## src/rtl/ctx_db_pkg.sv

```systemverilog
package ctx_db_pkg;

    localparam int ENTRY_W = 10;
    localparam int BODY_W  = 8;
    localparam int FRAME_W = 32;

    localparam logic [1:0] TAG_FRAME  = 2'b00;
    localparam logic [1:0] TAG_FIRST  = 2'b01;
    localparam logic [1:0] TAG_SECOND = 2'b10;
    localparam logic [1:0] TAG_BOTH   = 2'b11;

    typedef enum logic [1:0] {
        ST_IDLE   = 2'd0,
        ST_FETCH  = 2'd1,
        ST_DECODE = 2'd2,
        ST_HOLD   = 2'd3
    } dec_state_e;

endpackage

```

## src/rtl/ctx_frame_expand.sv

```systemverilog
module ctx_frame_expand #(
    parameter int MJA_W    = 6,
    parameter int MNA_W    = 2,
    parameter int BLK_TYPE = 0
) (
    input  logic [MJA_W+MNA_W-1:0] body,
    output logic [31:0]            first_addr,
    output logic [31:0]            second_addr
);
    localparam int FIELD_W = 8;
    localparam int MJA_PAD = FIELD_W - MJA_W;
    localparam int MNA_PAD = FIELD_W - MNA_W;

    logic [FIELD_W-1:0] major_f;
    logic [FIELD_W-1:0] minor_f;
    logic [FIELD_W-1:0] minor_n;

    always_comb begin
        major_f     = {{MJA_PAD{1'b0}}, body[MJA_W+MNA_W-1:MNA_W]};
        minor_f     = {{MNA_PAD{1'b0}}, body[MNA_W-1:0]};
        minor_n     = minor_f + 8'd1;
        first_addr  = {5'b0, 2'(BLK_TYPE), major_f, minor_f, 9'b0};
        second_addr = {5'b0, 2'(BLK_TYPE), major_f, minor_n, 9'b0};
    end
endmodule

```

## src/rtl/ctx_bit_index.sv

```systemverilog
module ctx_bit_index #(
    parameter int ROW_W     = 7,
    parameter int IDX_W     = 12,
    parameter int MAX_ROW   = 79,
    parameter int ROW_PITCH = 40,
    parameter int BASE_EVEN = 118,
    parameter int BASE_ODD  = 116
) (
    input  logic [ROW_W-1:0] row,
    input  logic             odd,
    output logic [IDX_W-1:0] bit_idx,
    output logic             row_ok
);
    logic [IDX_W-1:0] span;
    logic [IDX_W-1:0] base;

    always_comb begin
        row_ok  = ({{(IDX_W-ROW_W){1'b0}}, row} <= IDX_W'(MAX_ROW));
        span    = IDX_W'(MAX_ROW) - {{(IDX_W-ROW_W){1'b0}}, row};
        base    = odd ? IDX_W'(BASE_ODD) : IDX_W'(BASE_EVEN);
        bit_idx = base + IDX_W'(ROW_PITCH) * span;
    end
endmodule

```

## src/rtl/ctx_db_decoder.sv

```systemverilog
module ctx_db_decoder
    import ctx_db_pkg::*;
#(
    parameter int ADDR_W    = 8,
    parameter int MJA_W     = 6,
    parameter int MNA_W     = 2,
    parameter int ROW_W     = 7,
    parameter int IDX_W     = 12,
    parameter int MAX_ROW   = 79,
    parameter int ROW_PITCH = 40,
    parameter int BASE_EVEN = 118,
    parameter int BASE_ODD  = 116
) (
    input  logic              clk,
    input  logic              rst_n,
    input  logic              start,
    input  logic [ADDR_W:0]   entry_count,
    output logic              db_rd,
    output logic [ADDR_W-1:0] db_addr,
    input  logic [9:0]        db_data,
    output logic              frame_req,
    output logic [31:0]       frame_addr,
    input  logic              frame_ack,
    output logic              param_valid,
    output logic [1:0]        param_share,
    output logic              param_odd,
    output logic [6:0]        param_row,
    output logic [11:0]       param_bit_idx,
    output logic [31:0]       param_frame,
    output logic              done,
    output logic              busy
);
    localparam int CNT_W = ADDR_W + 1;

    dec_state_e state_q, state_d;
    logic [CNT_W-1:0]  idx_q;
    logic [CNT_W-1:0]  cnt_q;
    logic [BODY_W-1:0] hold_q;
    logic [31:0]       col_first_q;
    logic [31:0]       col_second_q;
    logic              outstanding_q;

    logic [1:0]        tag;
    logic              is_frame;
    logic              last;
    logic              wait_ack;
    logic              issue;
    logic              advance;
    logic              accept;
    logic [BODY_W-1:0] src_body;
    logic [31:0]       exp_first;
    logic [31:0]       exp_second;
    logic [IDX_W-1:0]  calc_idx;
    logic              row_ok;

    ctx_frame_expand #(
        .MJA_W    (MJA_W),
        .MNA_W    (MNA_W),
        .BLK_TYPE (0)
    ) u_expand (
        .body        (src_body),
        .first_addr  (exp_first),
        .second_addr (exp_second)
    );

    ctx_bit_index #(
        .ROW_W     (ROW_W),
        .IDX_W     (IDX_W),
        .MAX_ROW   (MAX_ROW),
        .ROW_PITCH (ROW_PITCH),
        .BASE_EVEN (BASE_EVEN),
        .BASE_ODD  (BASE_ODD)
    ) u_bitidx (
        .row     (db_data[ROW_W-1:0]),
        .odd     (db_data[7]),
        .bit_idx (calc_idx),
        .row_ok  (row_ok)
    );

    always_comb begin
        tag      = db_data[9:8];
        is_frame = (tag == TAG_FRAME);
        last     = ((idx_q + CNT_W'(1)) == cnt_q);
        wait_ack = outstanding_q && !frame_ack;
        accept   = (state_q == ST_IDLE) && start && (entry_count != '0);
        issue    = ((state_q == ST_DECODE) && is_frame && !wait_ack)
                || ((state_q == ST_HOLD) && frame_ack);
        advance  = ((state_q == ST_DECODE) && !(is_frame && wait_ack))
                || ((state_q == ST_HOLD) && frame_ack);
        src_body = (state_q == ST_HOLD) ? hold_q : db_data[BODY_W-1:0];
        db_rd    = (state_q == ST_FETCH);
        db_addr  = idx_q[ADDR_W-1:0];
        busy     = (state_q != ST_IDLE);
    end

    always_comb begin
        state_d = state_q;
        unique case (state_q)
            ST_IDLE:   if (accept) state_d = ST_FETCH;
            ST_FETCH:  state_d = ST_DECODE;
            ST_DECODE: begin
                if (is_frame && wait_ack) state_d = ST_HOLD;
                else if (last)            state_d = ST_IDLE;
                else                      state_d = ST_FETCH;
            end
            ST_HOLD: begin
                if (frame_ack) state_d = last ? ST_IDLE : ST_FETCH;
            end
            default:   state_d = ST_IDLE;
        endcase
    end

    always_ff @(posedge clk) begin
        if (!rst_n) begin
            state_q <= ST_IDLE;
            idx_q   <= '0;
            cnt_q   <= '0;
        end else begin
            state_q <= state_d;
            if (accept) begin
                idx_q <= '0;
                cnt_q <= entry_count;
            end else if (advance) begin
                idx_q <= idx_q + CNT_W'(1);
            end
        end
    end

    always_ff @(posedge clk) begin
        if (!rst_n) begin
            frame_req     <= 1'b0;
            frame_addr    <= '0;
            param_valid   <= 1'b0;
            param_share   <= '0;
            param_odd     <= 1'b0;
            param_row     <= '0;
            param_bit_idx <= '0;
            param_frame   <= '0;
            done          <= 1'b0;
            hold_q        <= '0;
            col_first_q   <= '0;
            col_second_q  <= '0;
            outstanding_q <= 1'b0;
        end else begin
            frame_req   <= 1'b0;
            param_valid <= 1'b0;
            done        <= ((state_q == ST_IDLE) && start && (entry_count == '0))
                        || (advance && last);
            if (accept) begin
                col_first_q  <= '0;
                col_second_q <= '0;
            end
            if (state_q == ST_DECODE) hold_q <= db_data[BODY_W-1:0];
            if (issue) begin
                frame_req     <= 1'b1;
                frame_addr    <= exp_first;
                col_first_q   <= exp_first;
                col_second_q  <= exp_second;
                outstanding_q <= 1'b1;
            end else if (frame_ack) begin
                outstanding_q <= 1'b0;
            end
            if ((state_q == ST_DECODE) && !is_frame && row_ok) begin
                param_valid   <= 1'b1;
                param_share   <= tag;
                param_odd     <= db_data[7];
                param_row     <= db_data[6:0];
                param_bit_idx <= calc_idx;
                param_frame   <= (tag == TAG_SECOND) ? col_second_q : col_first_q;
            end
        end
    end
endmodule

```

## config.mk

```make
export PLATFORM = sky130hd
export DESIGN_NAME = ctx_db_decoder
export DESIGN_NICKNAME = d
export VERILOG_FILES = /design/src/rtl/ctx_db_pkg.sv /design/src/rtl/ctx_frame_expand.sv /design/src/rtl/ctx_bit_index.sv /design/src/rtl/ctx_db_decoder.sv
export SDC_FILE = /design/constraint.sdc
export NUM_CORES = 1
export LEC_CHECK = 0
export CAP_MARGIN = 20
export CORE_UTILIZATION = 30
export DETAILED_ROUTE_END_ITERATION = 12
export DONT_BUFFER_PORTS = 1
export PLACE_DENSITY = 0.52
export SLEW_MARGIN = 5
export SYNTH_ARGS = -nofsm -noshare
export SYNTH_HDL_FRONTEND = slang
export SYNTH_SLANG_ARGS = --single-unit
export TNS_END_PERCENT = 5
```

## constraint.sdc

```tcl
create_clock -name clk -period 5.1 [get_ports clk]
set_input_delay 0.765 -clock clk [delete_from_list [all_inputs] [get_ports clk]]
set_output_delay 0.765 -clock clk [all_outputs]
set_load 0.01 [all_outputs]
```

==> flow_metrics.tcl <==
set metrics [dict create \
    outcome "complete, no violations" \
    die-width_um 119 \
    critPathArrivalTime_ns 3.00 \
    ys.flop_type "dfxtp_1" \
    synth_top_area_cell "dfxtp_1" \
    synthTopCellsByCount "dfxtp_1, nand2_1, buf_4, a21oi_1, nor2_1" \
    stdcell_area_um2 4330 \
    cts_root_buf "clkbuf_16" \
    drc 0 \
    seq_area_frac_synth_pct 38.8 \
    max_stage_delay_ns 0.44 \
    cts_setup_buffers 0 \
    stdcell_count 666 \
    ioPinCount 122 \
    max_slew.worst_pin.slew_ns 0.749 \
    finalCriticalPeriod_ns 2.78 \
    holdBufCountCts 0 \
    grt_util_met1_pct 16.4 \
    ant_nets 0 \
    leakage_nw 1.69 \
    dp_hpwl_um 6940 \
    power.density_nw_per_um2 349 \
    synth.avg_cell_area_um2 8.18 \
    start_util_pct 30.9 \
    synth_edf_count 0 \
    met3_usage_pct 6.85 \
    dp_cells 650 \
    cp.required_ns 5.33 \
    setup_violations 0 \
    place_ws_ns 1.97 \
    antenna_found_initial 0 \
    n_antenna_cell 0 \
    firstDrtPassIters 4 \
    placed_area_um2 4020 \
    grt_max_degree 70 \
    grtUsageMet2_pct 23.3 \
    synth_area_leaders "dfxtp_1, buf_4, a21oi_1" \
    rows 42 \
    drv_slew 0 \
    cap_violations 0 \
    portBuffers 0 \
    clock.fmax_ghz 0.360 \
    critPathLaunchType "input pin" \
    whs_ns 0.454 \
    rsz0062_at_grt "false" \
    synth.top_cell.area_share_pct 38.8 \
    wl_per_cell_um 14.7 \
    min_period_over_period_pct 54.4 \
    hold_path_class "reg -> reg" \
    synth_warnings 0 \
    cts.htree.levels 3 \
    vias 3146 \
    ys_ff_latch 80 \
    syn-cell-area_um2 4120 \
    area_growth_pct 4.95 \
    cts_buffer_depth 2 \
    drt_iter0_drc 164 \
    die_area_um2 14200 \
    grtUsageTotal_pct 14.2 \
    hold_violations 0 \
    path_cells "inv_1, ha_1, ha_1, ha_1, nor2_1, nor3b_1, nor2_1, nand3_2, nor3_1, a2111o_1" \
    fin_nets 524 \
    synthCells 504 \
    cts.sinks 80 \
    drt_wl_total_um 9760 \
    numCtsBuffers 9 \
    final.setup_skew_ns 0.00983 \
    grt_overflow 0 \
    worstPathMaxFanout 8 \
    cpMaxStageDelayCell "nor3b_1" \
    slew_headroom_pct 49.9 \
    clk_pin_slew_ns 0.07 \
    via_per_inst 4.72 \
    worst_path_most_repeated_cell "ha_1" \
    fp.dieH_um 119 \
    grt_first_pass_wirelength_um 15500 \
    synthArstFlopShare_pct 0 \
    setup-tns-final_ns 0 \
    cts_tree "built" \
    place.gp.congestion 0.852 \
    fp.coreArea_um2 13300 \
    post-synth-top-count-cell "dfxtp_1" \
    critPathCaptureType "flop" \
    worst_slack_ns 2.32 \
    grt_pass1_vias 2992 \
    yosys.cell_types.count 54 \
    clk_latency_ns 0.34 \
    cts_resized 0 \
    drive_above_1_share_pct 6.12 \
    path_class "in -> reg" \
    vdd_drop_max_mv 0.248 \
    grt-busiest-layer "met2" \
]
## metrics by stage
stage | total power [mW] | utilization [%]
final | 1.51 | 32.4
after global routing | 1.58 | 32.4
after CTS | 1.53 | 32.4
after detailed placement | 0.848 | 30.1
after global placement | 0.843 | 30.1
after floorplan | 0.844 | -
## per-layer routing
layer	share of wire [%]	vias to the layer above
li1	-	1563
met1	44	1473
met2	46	102
met3	8.6	8
met4	1.3	0
met5	0	-
## cell families after synthesis
family,share of synthesized area (%)
AND/OR/NAND/NOR,20.1
AO/OA/AOI/OAI,14.0
XOR/XNOR,5.10
adder cells (fa/ha/maj),5.04
flip-flops,38.8
buffers and inverters,14.1
multiplexers,2.70
other,0.0909
## worst max-delay path: cells and delay by family
kind	cells	cell delay, ns
buffers and inverters	1	0.02
adders and majority gates	3	0.94
AOI/OAI and AO/OA	1	0.38
and+or+nand+nor	5	0.90
## layout by cell type, fill, tap and decap left out, drive strengths merged, types with 3 or more instances in the layout
| master | n |
|---|---|
| a211oi | 7 |
| a21oi | 56 |
| a22o | 3 |
| a22oi | 4 |
| and2 | 3 |
| and3 | 4 |
| buf | 3 |
| clkbuf | 10 |
| conb | 48 |
| dfxtp | 80 |
| ha | 15 |
| inv | 16 |
| mux2i | 10 |
| nand2 | 71 |
| nand2b | 7 |
| nand3 | 18 |
| nor2 | 55 |
| nor3 | 9 |
| nor3b | 3 |
| o21ai | 9 |
| or3 | 6 |
| xnor2 | 16 |
| xor2 | 8 |
## path summary, 6_finish.rpt
path,slack [ns],cells past startpoint,to,startpoint
worst min register to register,0.45,2,hold_q[0],hold_q[0]
worst min-delay path,0.45,2,hold_q[0],hold_q[0]
worst max register to register,2.68,4,param_bit_idx[11],state_q[1]
worst max-delay path,2.32,10,param_bit_idx[11],db_data[4]
## report_power, final
part           switching (mW)  total [mW]  internal (mW)
Combinational           0.110       0.174         0.0640
Sequential             0.0193       0.661          0.642
Clock                   0.276       0.676          0.400
Total                   0.405        1.51           1.11
## flip-flops by register name, indices dropped and copies added, names as in the netlist, 2 cells and up
signal / flops
param_frame: 9
param_row: 7
col_second_q: 3
idx_q: 9
state_q: 2
param_share: 2
col_first_q: 8
cnt_q: 9
frame_addr: 8
hold_q: 8
param_bit_idx: 10
## final cells by class
class,instances,area (um2)
multi-input cells,378,2120
fillers,1408,9020
well taps,176,220
repair buffers,3,22.5
clock inverters,6,73.8
flip-flops and latches,80,1600
clock buffers,10,239
inverters,13,48.8
No activity file was read; power rests on OpenSTA's default activity.
